File: src/rtl/ccg_pkg.sv
package ccg_pkg;
    localparam int FLAG_W = 7;

    typedef enum logic [1:0] {
        WIDTH_1 = 2'b00,
        WIDTH_4 = 2'b01,
        WIDTH_8 = 2'b10
    } ccg_width_e;

    // switch fields sitting just above the divider field
    typedef struct packed {
        logic [1:0] width;
        logic       hwfc;
        logic       neg;
        logic       bypass;
        logic       pwrsave;
        logic       en;
    } ccg_flags_t;
endpackage

File: src/rtl/ccg_cfg_reg.sv
module ccg_cfg_reg
    import ccg_pkg::*;
#(
    parameter int DIV_W = 8
) (
    input  logic                    clk_i,
    input  logic                    rst_ni,
    input  logic                    cfg_we_i,
    input  logic [DIV_W+FLAG_W-1:0] cfg_wdata_i,
    output logic [DIV_W-1:0]        div_o,
    output ccg_flags_t              flags_o
);
    localparam int CFG_W = DIV_W + FLAG_W;

    typedef struct packed {
        logic [CFG_W-1:0] word;
    } cfg_st_t;

    cfg_st_t s_d, s_q;

    always_comb begin
        s_d = s_q;
        if (cfg_we_i) s_d.word = cfg_wdata_i;
    end

    always_ff @(posedge clk_i or negedge rst_ni) begin
        if (!rst_ni) s_q <= '0;
        else         s_q <= s_d;
    end

    assign div_o   = s_q.word[DIV_W-1:0];
    assign flags_o = ccg_flags_t'(s_q.word[CFG_W-1:DIV_W]);

    a_r12_write_lands: assert property (@(posedge clk_i) disable iff (!rst_ni)
        cfg_we_i |=> ({flags_o, div_o} == $past(cfg_wdata_i)));
endmodule

File: src/rtl/ccg_run_gate.sv
module ccg_run_gate
    import ccg_pkg::*;
(
    input  ccg_flags_t flags_i,
    input  logic       cmd_busy_i,
    input  logic       dat_busy_i,
    input  logic       fifo_ready_i,
    output logic       run_o
);
    logic idle_gate, fifo_gate;

    always_comb begin
        idle_gate = flags_i.pwrsave && !cmd_busy_i && !dat_busy_i;
        fifo_gate = flags_i.hwfc && !fifo_ready_i;
        run_o     = !idle_gate && !fifo_gate;
    end
endmodule

File: src/rtl/ccg_divider.sv
module ccg_divider #(
    parameter int DIV_W   = 8,
    parameter int DIV_LAW = 0
) (
    input  logic             clk_i,
    input  logic             rst_ni,
    input  logic             en_i,
    input  logic             run_i,
    input  logic [DIV_W-1:0] div_i,
    output logic             lvl_o,
    output logic             rise_o,
    output logic             fall_o
);
    localparam int CNT_W = DIV_W + 1;

    typedef struct packed {
        logic             lvl;
        logic             rise;
        logic             fall;
        logic [DIV_W-1:0] div;
        logic [CNT_W-1:0] cnt;
    } div_st_t;

    div_st_t s_d, s_q;
    logic [CNT_W-1:0] half_len;

    generate
        if (DIV_LAW == 0) begin : g_sym
            assign half_len = {1'b0, s_q.div} + CNT_W'(1);
        end else begin : g_plus2
            logic [CNT_W-1:0] span;
            assign span     = {1'b0, s_q.div} + CNT_W'(2);
            assign half_len = s_q.lvl ? (span - (span >> 1)) : (span >> 1);
        end
    endgenerate

    always_comb begin
        s_d      = s_q;
        s_d.rise = 1'b0;
        s_d.fall = 1'b0;
        if (!en_i) begin
            s_d.lvl = 1'b0;
            s_d.cnt = '0;
            s_d.div = div_i;
        end else if (run_i) begin
            if (s_q.cnt == half_len - CNT_W'(1)) begin
                s_d.cnt = '0;
                s_d.lvl = !s_q.lvl;
                if (!s_q.lvl) begin
                    s_d.rise = 1'b1;
                    s_d.div  = div_i;   // new ratio only at a rising edge
                end else begin
                    s_d.fall = 1'b1;
                end
            end else begin
                s_d.cnt = s_q.cnt + CNT_W'(1);
            end
        end
    end

    always_ff @(posedge clk_i or negedge rst_ni) begin
        if (!rst_ni) s_q <= '0;
        else         s_q <= s_d;
    end

    assign lvl_o  = s_q.lvl;
    assign rise_o = s_q.rise;
    assign fall_o = s_q.fall;

    a_r11_strobe_excl: assert property (@(posedge clk_i) disable iff (!rst_ni)
        !(s_q.rise && s_q.fall));
    a_r11_rise_on_edge: assert property (@(posedge clk_i) disable iff (!rst_ni)
        s_q.rise |-> (s_q.lvl && !$past(s_q.lvl)));
    a_r8_stall_holds: assert property (@(posedge clk_i) disable iff (!rst_ni)
        (en_i && !run_i) |=> $stable(s_q.lvl));
    a_r5_off_low: assert property (@(posedge clk_i) disable iff (!rst_ni)
        !en_i |=> (!s_q.lvl && !s_q.rise && !s_q.fall));
endmodule

File: src/rtl/card_clk_gen.sv
module card_clk_gen
    import ccg_pkg::*;
#(
    parameter int DIV_W   = 8,
    parameter int DIV_LAW = 0
) (
    input  logic                    clk_i,
    input  logic                    rst_ni,
    input  logic                    cfg_we_i,
    input  logic [DIV_W+FLAG_W-1:0] cfg_wdata_i,
    input  logic                    cmd_busy_i,
    input  logic                    dat_busy_i,
    input  logic                    fifo_ready_i,
    output logic                    card_clk_o,
    output logic                    rise_stb_o,
    output logic                    fall_stb_o,
    output logic [1:0]              bus_width_o
);
    logic [DIV_W-1:0] div;
    ccg_flags_t       flags;
    logic             run, div_en, lvl, rise, fall, bypass_run, neg_sel;

    ccg_cfg_reg #(.DIV_W(DIV_W)) i_cfg (
        .clk_i       (clk_i),
        .rst_ni      (rst_ni),
        .cfg_we_i    (cfg_we_i),
        .cfg_wdata_i (cfg_wdata_i),
        .div_o       (div),
        .flags_o     (flags)
    );

    ccg_run_gate i_gate (
        .flags_i      (flags),
        .cmd_busy_i   (cmd_busy_i),
        .dat_busy_i   (dat_busy_i),
        .fifo_ready_i (fifo_ready_i),
        .run_o        (run)
    );

    assign div_en = flags.en && !flags.bypass;

    ccg_divider #(.DIV_W(DIV_W), .DIV_LAW(DIV_LAW)) i_div (
        .clk_i  (clk_i),
        .rst_ni (rst_ni),
        .en_i   (div_en),
        .run_i  (run),
        .div_i  (div),
        .lvl_o  (lvl),
        .rise_o (rise),
        .fall_o (fall)
    );

    generate
        if (DIV_LAW == 1) begin : g_neg
            assign neg_sel = flags.neg;
        end else begin : g_noneg
            assign neg_sel = 1'b0;
        end
    endgenerate

    assign bypass_run  = flags.en && flags.bypass && run;
    assign card_clk_o  = bypass_run ? (clk_i ^ neg_sel) : lvl;
    assign rise_stb_o  = bypass_run || rise;
    assign fall_stb_o  = bypass_run || fall;
    assign bus_width_o = flags.width;
endmodule

File: config.mk
export PLATFORM = sky130hd
export DESIGN_NAME = card_clk_gen
export DESIGN_NICKNAME = d
export VERILOG_FILES = /design/src/rtl/ccg_pkg.sv /design/src/rtl/ccg_cfg_reg.sv /design/src/rtl/ccg_run_gate.sv /design/src/rtl/ccg_divider.sv /design/src/rtl/card_clk_gen.sv
export SDC_FILE = /design/constraint.sdc
export NUM_CORES = 1
export LEC_CHECK = 0
export BUFFER_PORTS_ARGS = -buffer_cell sky130_fd_sc_hd__buf_2
export CAP_MARGIN = 15
export CORE_AREA = 4 4 54 75
export DETAILED_ROUTE_END_ITERATION = 8
export DIE_AREA = 0 0 58 79
export PLACE_DENSITY_LB_ADDON = 0.1
export SYNTH_ARGS = -nofsm -noshare
export SYNTH_HDL_FRONTEND = slang
export SYNTH_SLANG_ARGS = --single-unit
File: constraint.sdc
create_clock -name clk_i -period 2.2 [get_ports clk_i]
set_input_delay 0.22 -clock clk_i [delete_from_list [all_inputs] [get_ports clk_i]]
set_output_delay 0.22 -clock clk_i [all_outputs]
set_load 0.05 [all_outputs]
==> flow_summary.ini <==
[finish]
final_design_area_no_fill_sq_um = 2140
multiInputGateArea_sq_um = 926
antenna_cells = 0
layout_common_cells = dfrtp_1, buf_2, nand2_1
post_layout_nonfiller_instances = 242
areaGrowthSynthToFinish_pct = 17.9
nFillCells = 292
layout.cells.most_common = dfrtp_1
fraction_of_final_layout_cells_sized_beyond_drive_strength_1_pct = 33.7
regArea_sq_um = 851
nets = 223

[yosys]
synthCells = 169
postSynth.topFlopCell = dfrtp_1
synth_sequential_area_ratio_pct = 46.9
yosys.area_share.xor_xnor_pct = 5.79
mappedNetlistNets = 191
synth_area_per_cell_sq_um = 10.7
synth_largest_area_cell = dfrtp_1
synth.cell_area_sq_um = 1810
synth_top_cell_area_share_pct = 46.9
synth_cell_types = 38
synth_area_leaders = dfrtp_1, mux2_2, nand2_1
yosys-mux-area-fraction_pct = 9.31
synth-edff-count = 0
yosys_register_bits = 34
yosysWarningCount = 0
synth_compound_gate_area_share_pct = 8.83
synth_top_family_by_area = simple AND/OR/NAND/NOR gates
ys_async_sr_fraction_pct = 100
synth_simple_gate_area_share_pct = 26.0
synth_adder_area_share_pct = 0.690

[pwr]
share_clk_of_total_power_pct = 37.9
power.density_nw_per_um2 = 788
share_seq_of_total_power_pct = 42.9
switching_share_pct = 29.7
worst_case_vdd_ir_drop_mv = 0.555
comb_power_share_pct = 19.2
switchingPower_mw = 0.501
p_leak_nw = 0.906
p_int_mw = 1.18

[drt]
drt.antenna.violating_nets = 0
count_of_tritonroute_iterations_in_the_first_routing_pass = 4
routed-via-count = 1481
remaining_drc_errors = 0
avgViaCountPerCell = 6.12
wl_per_cell_um = 16.9
wirelength_mm = 4.10
drt-initial-drc-count = 58

[setup_path]
timing.critical_path.arrival_ns = 1.88
critical_path.max_fanout = 3
worst_ep_required_time_ns = 1.98
crit_type = reg2out
worstSetupStartpoint = i_cfg.s_q[12]
worst_r2r_startpoint = i_div.s_q[7]
timing.critical_path.from_type = flop
timing.critical_path.to_type = output pin

[die]
ios = 26
floorplan.die.width_um = 58
std_cell_rows = 25
initial_utilization_pct = 53.7
fp.dieH_um = 79
die_ar_sq_um = 4580
placeableCoreArea_sq_um = 3380

[placed_design]
dpl.cell_count = 230
place_hpwl_mm = 2.90
buffer_ports.inserted = 24
place.gp.congestion = 0.805
dpl_cell_area_sq_um = 1990

[timing]
final-max-slew-violation-count = 0
finalSetupViolCount = 0
final_min_period_over_clock_period_pct = 95.6
finClkSkew_ns = 0.00438
unrepaired_setup_endpoints_after_global_routing = no
finalHoldViolCount = 0
fmaxAchievable_mhz = 476
finalWorstPathRequiredPeriod_ns = 2.10
timing.slew.headroom_pct = 49.9
hold_slack_ns = 0.0507
worst-slew-pin-transition_ns = 0.751
setup_tns_ns = 0

[run]
max_cap_violations = 0

[clock_network]
worst_setup_hold_path_clk_slew_ns = 0.07
post_cts.repair.setup_buffers = 0
tritoncts = built
clk_latency_ns = 0.40

[global_routing]
global_route.usage.total_pct = 20.9
grt_pass1_vias = 1585
number_of_antenna_violations_at_the_first_check_in_global_routing = 0
gr-total-overflow = 0
maximum_number_of_pins_on_one_net_before_global_route_repair = 35
first_pass_grt_wire_length_mm = 7.08

[worst_hold_path]
min_from = cfg_wdata_i[10]
hp-class = in2reg

[run_status]
run_status = complete, no violations
-- critical path, cell delays in order (launching register included) --
cell     delay [ns]
dfrtp_1        0.40
nor2b_1        0.17
nor2_2         0.17
and3_1         0.22
mux2_2         0.33
buf_2          0.21
-- power groups by stage --
stage | clock network, mW | registers [mW] | logic, mW
final | 0.639 | 0.722 | 0.324
after floorplan | 0.0195 | 0.721 | 0.235
after CTS | 0.660 | 0.722 | 0.323
after global placement | 0.0225 | 0.731 | 0.307
after global routing | 0.693 | 0.730 | 0.355
after detailed placement | 0.0225 | 0.734 | 0.320
-- repair_timing --
item | 4_1_cts | 5_1_grt
resized for setup | 0 | 2
endpoints found under the setup margin | 0 | 3
hold buffers | 1 | 0
endpoints found under the hold margin | 34 | 0
-- metal layers --
layer  GRT usage, %  part of all wire (%)  up-vias  wire length [um]
met4           14.4                   2.3        0                95
met2           33.8                    52       51              2130
met3           6.67                   5.1       13               210
met5              0                     0        -                 0
met1           22.7                    41      724              1670
li1               -                     -      693                 -
-- layout make-up --
type	instances	area share, %
inverter	1	0.176
timing repair buffer	30	7.96
tap	40	2.34
clock buffer	11	6.20
multi-input combinational	125	43.3
sequential	34	39.8
clock inverter	1	0.234
-- Yosys cell counts, types with 2 or more instances --
| cell | count |
|---|---|
| nand4_1 | 13 |
| nor2_1 | 5 |
| o21ai_0 | 2 |
| nand3_1 | 4 |
| nor4b_1 | 2 |
| nand2_1 | 23 |
| and4_1 | 9 |
| xor2_1 | 7 |
| nand2b_1 | 2 |
| or2_2 | 4 |
| nor2b_1 | 2 |
| dfrtp_1 | 34 |
| buf_4 | 2 |
| clkbuf_1 | 6 |
| nor3_1 | 2 |
| a21oi_1 | 2 |
| mux2_2 | 15 |
| o31ai_1 | 3 |
| o211ai_1 | 9 |
| xnor2_1 | 5 |
-- registers in the layout, indices dropped and copies added, names as in the netlist --
register      flops
i_cfg.s_q        14
i_div.fall_o      1
i_div.lvl_o       1
i_div.rise_o      1
i_div.s_q        17
-- path summary, 6_finish.rpt --
path / end / slack [ns] / cells past startpoint
min in group asynchronous: i_div.s_q[4] / 0.44 / 2
max reg2reg: i_div.s_q[2] / 0.20 / 4
min reg2reg: i_div.rise_o / 0.46 / 1
max: card_clk_o / 0.1 / 5
max in group asynchronous: i_cfg.s_q[1] / 1.28 / 2
min: i_cfg.s_q[10] / 0.05 / 2
-- stage by stage --
stage / worst slack, ns / total power, mW / util [%]
after floorplan: 0.352 / 0.976 / -
after global placement: 0.268 / 1.06 / 58.9
after detailed placement: 0.209 / 1.08 / 58.9
after CTS: 0.00290 / 1.70 / 63.1
after global routing: 0.0295 / 1.78 / 63.3
final: 0.0974 / 1.69 / 63.3
-- kinds of logic (layout without fill, tap and decap cells) --
kind of cell             Yosys count  count (layout)
multiplexers                      15              15
AO/OA/AOI/OAI                     20              20
buffers and inverters             10              43
adder cells (fa/ha/maj)            1               1
flip-flops                        34              34
AND/OR/NAND/NOR                   77              77
XOR/XNOR                          12              12
No activity file was read; power rests on OpenSTA's default activity.
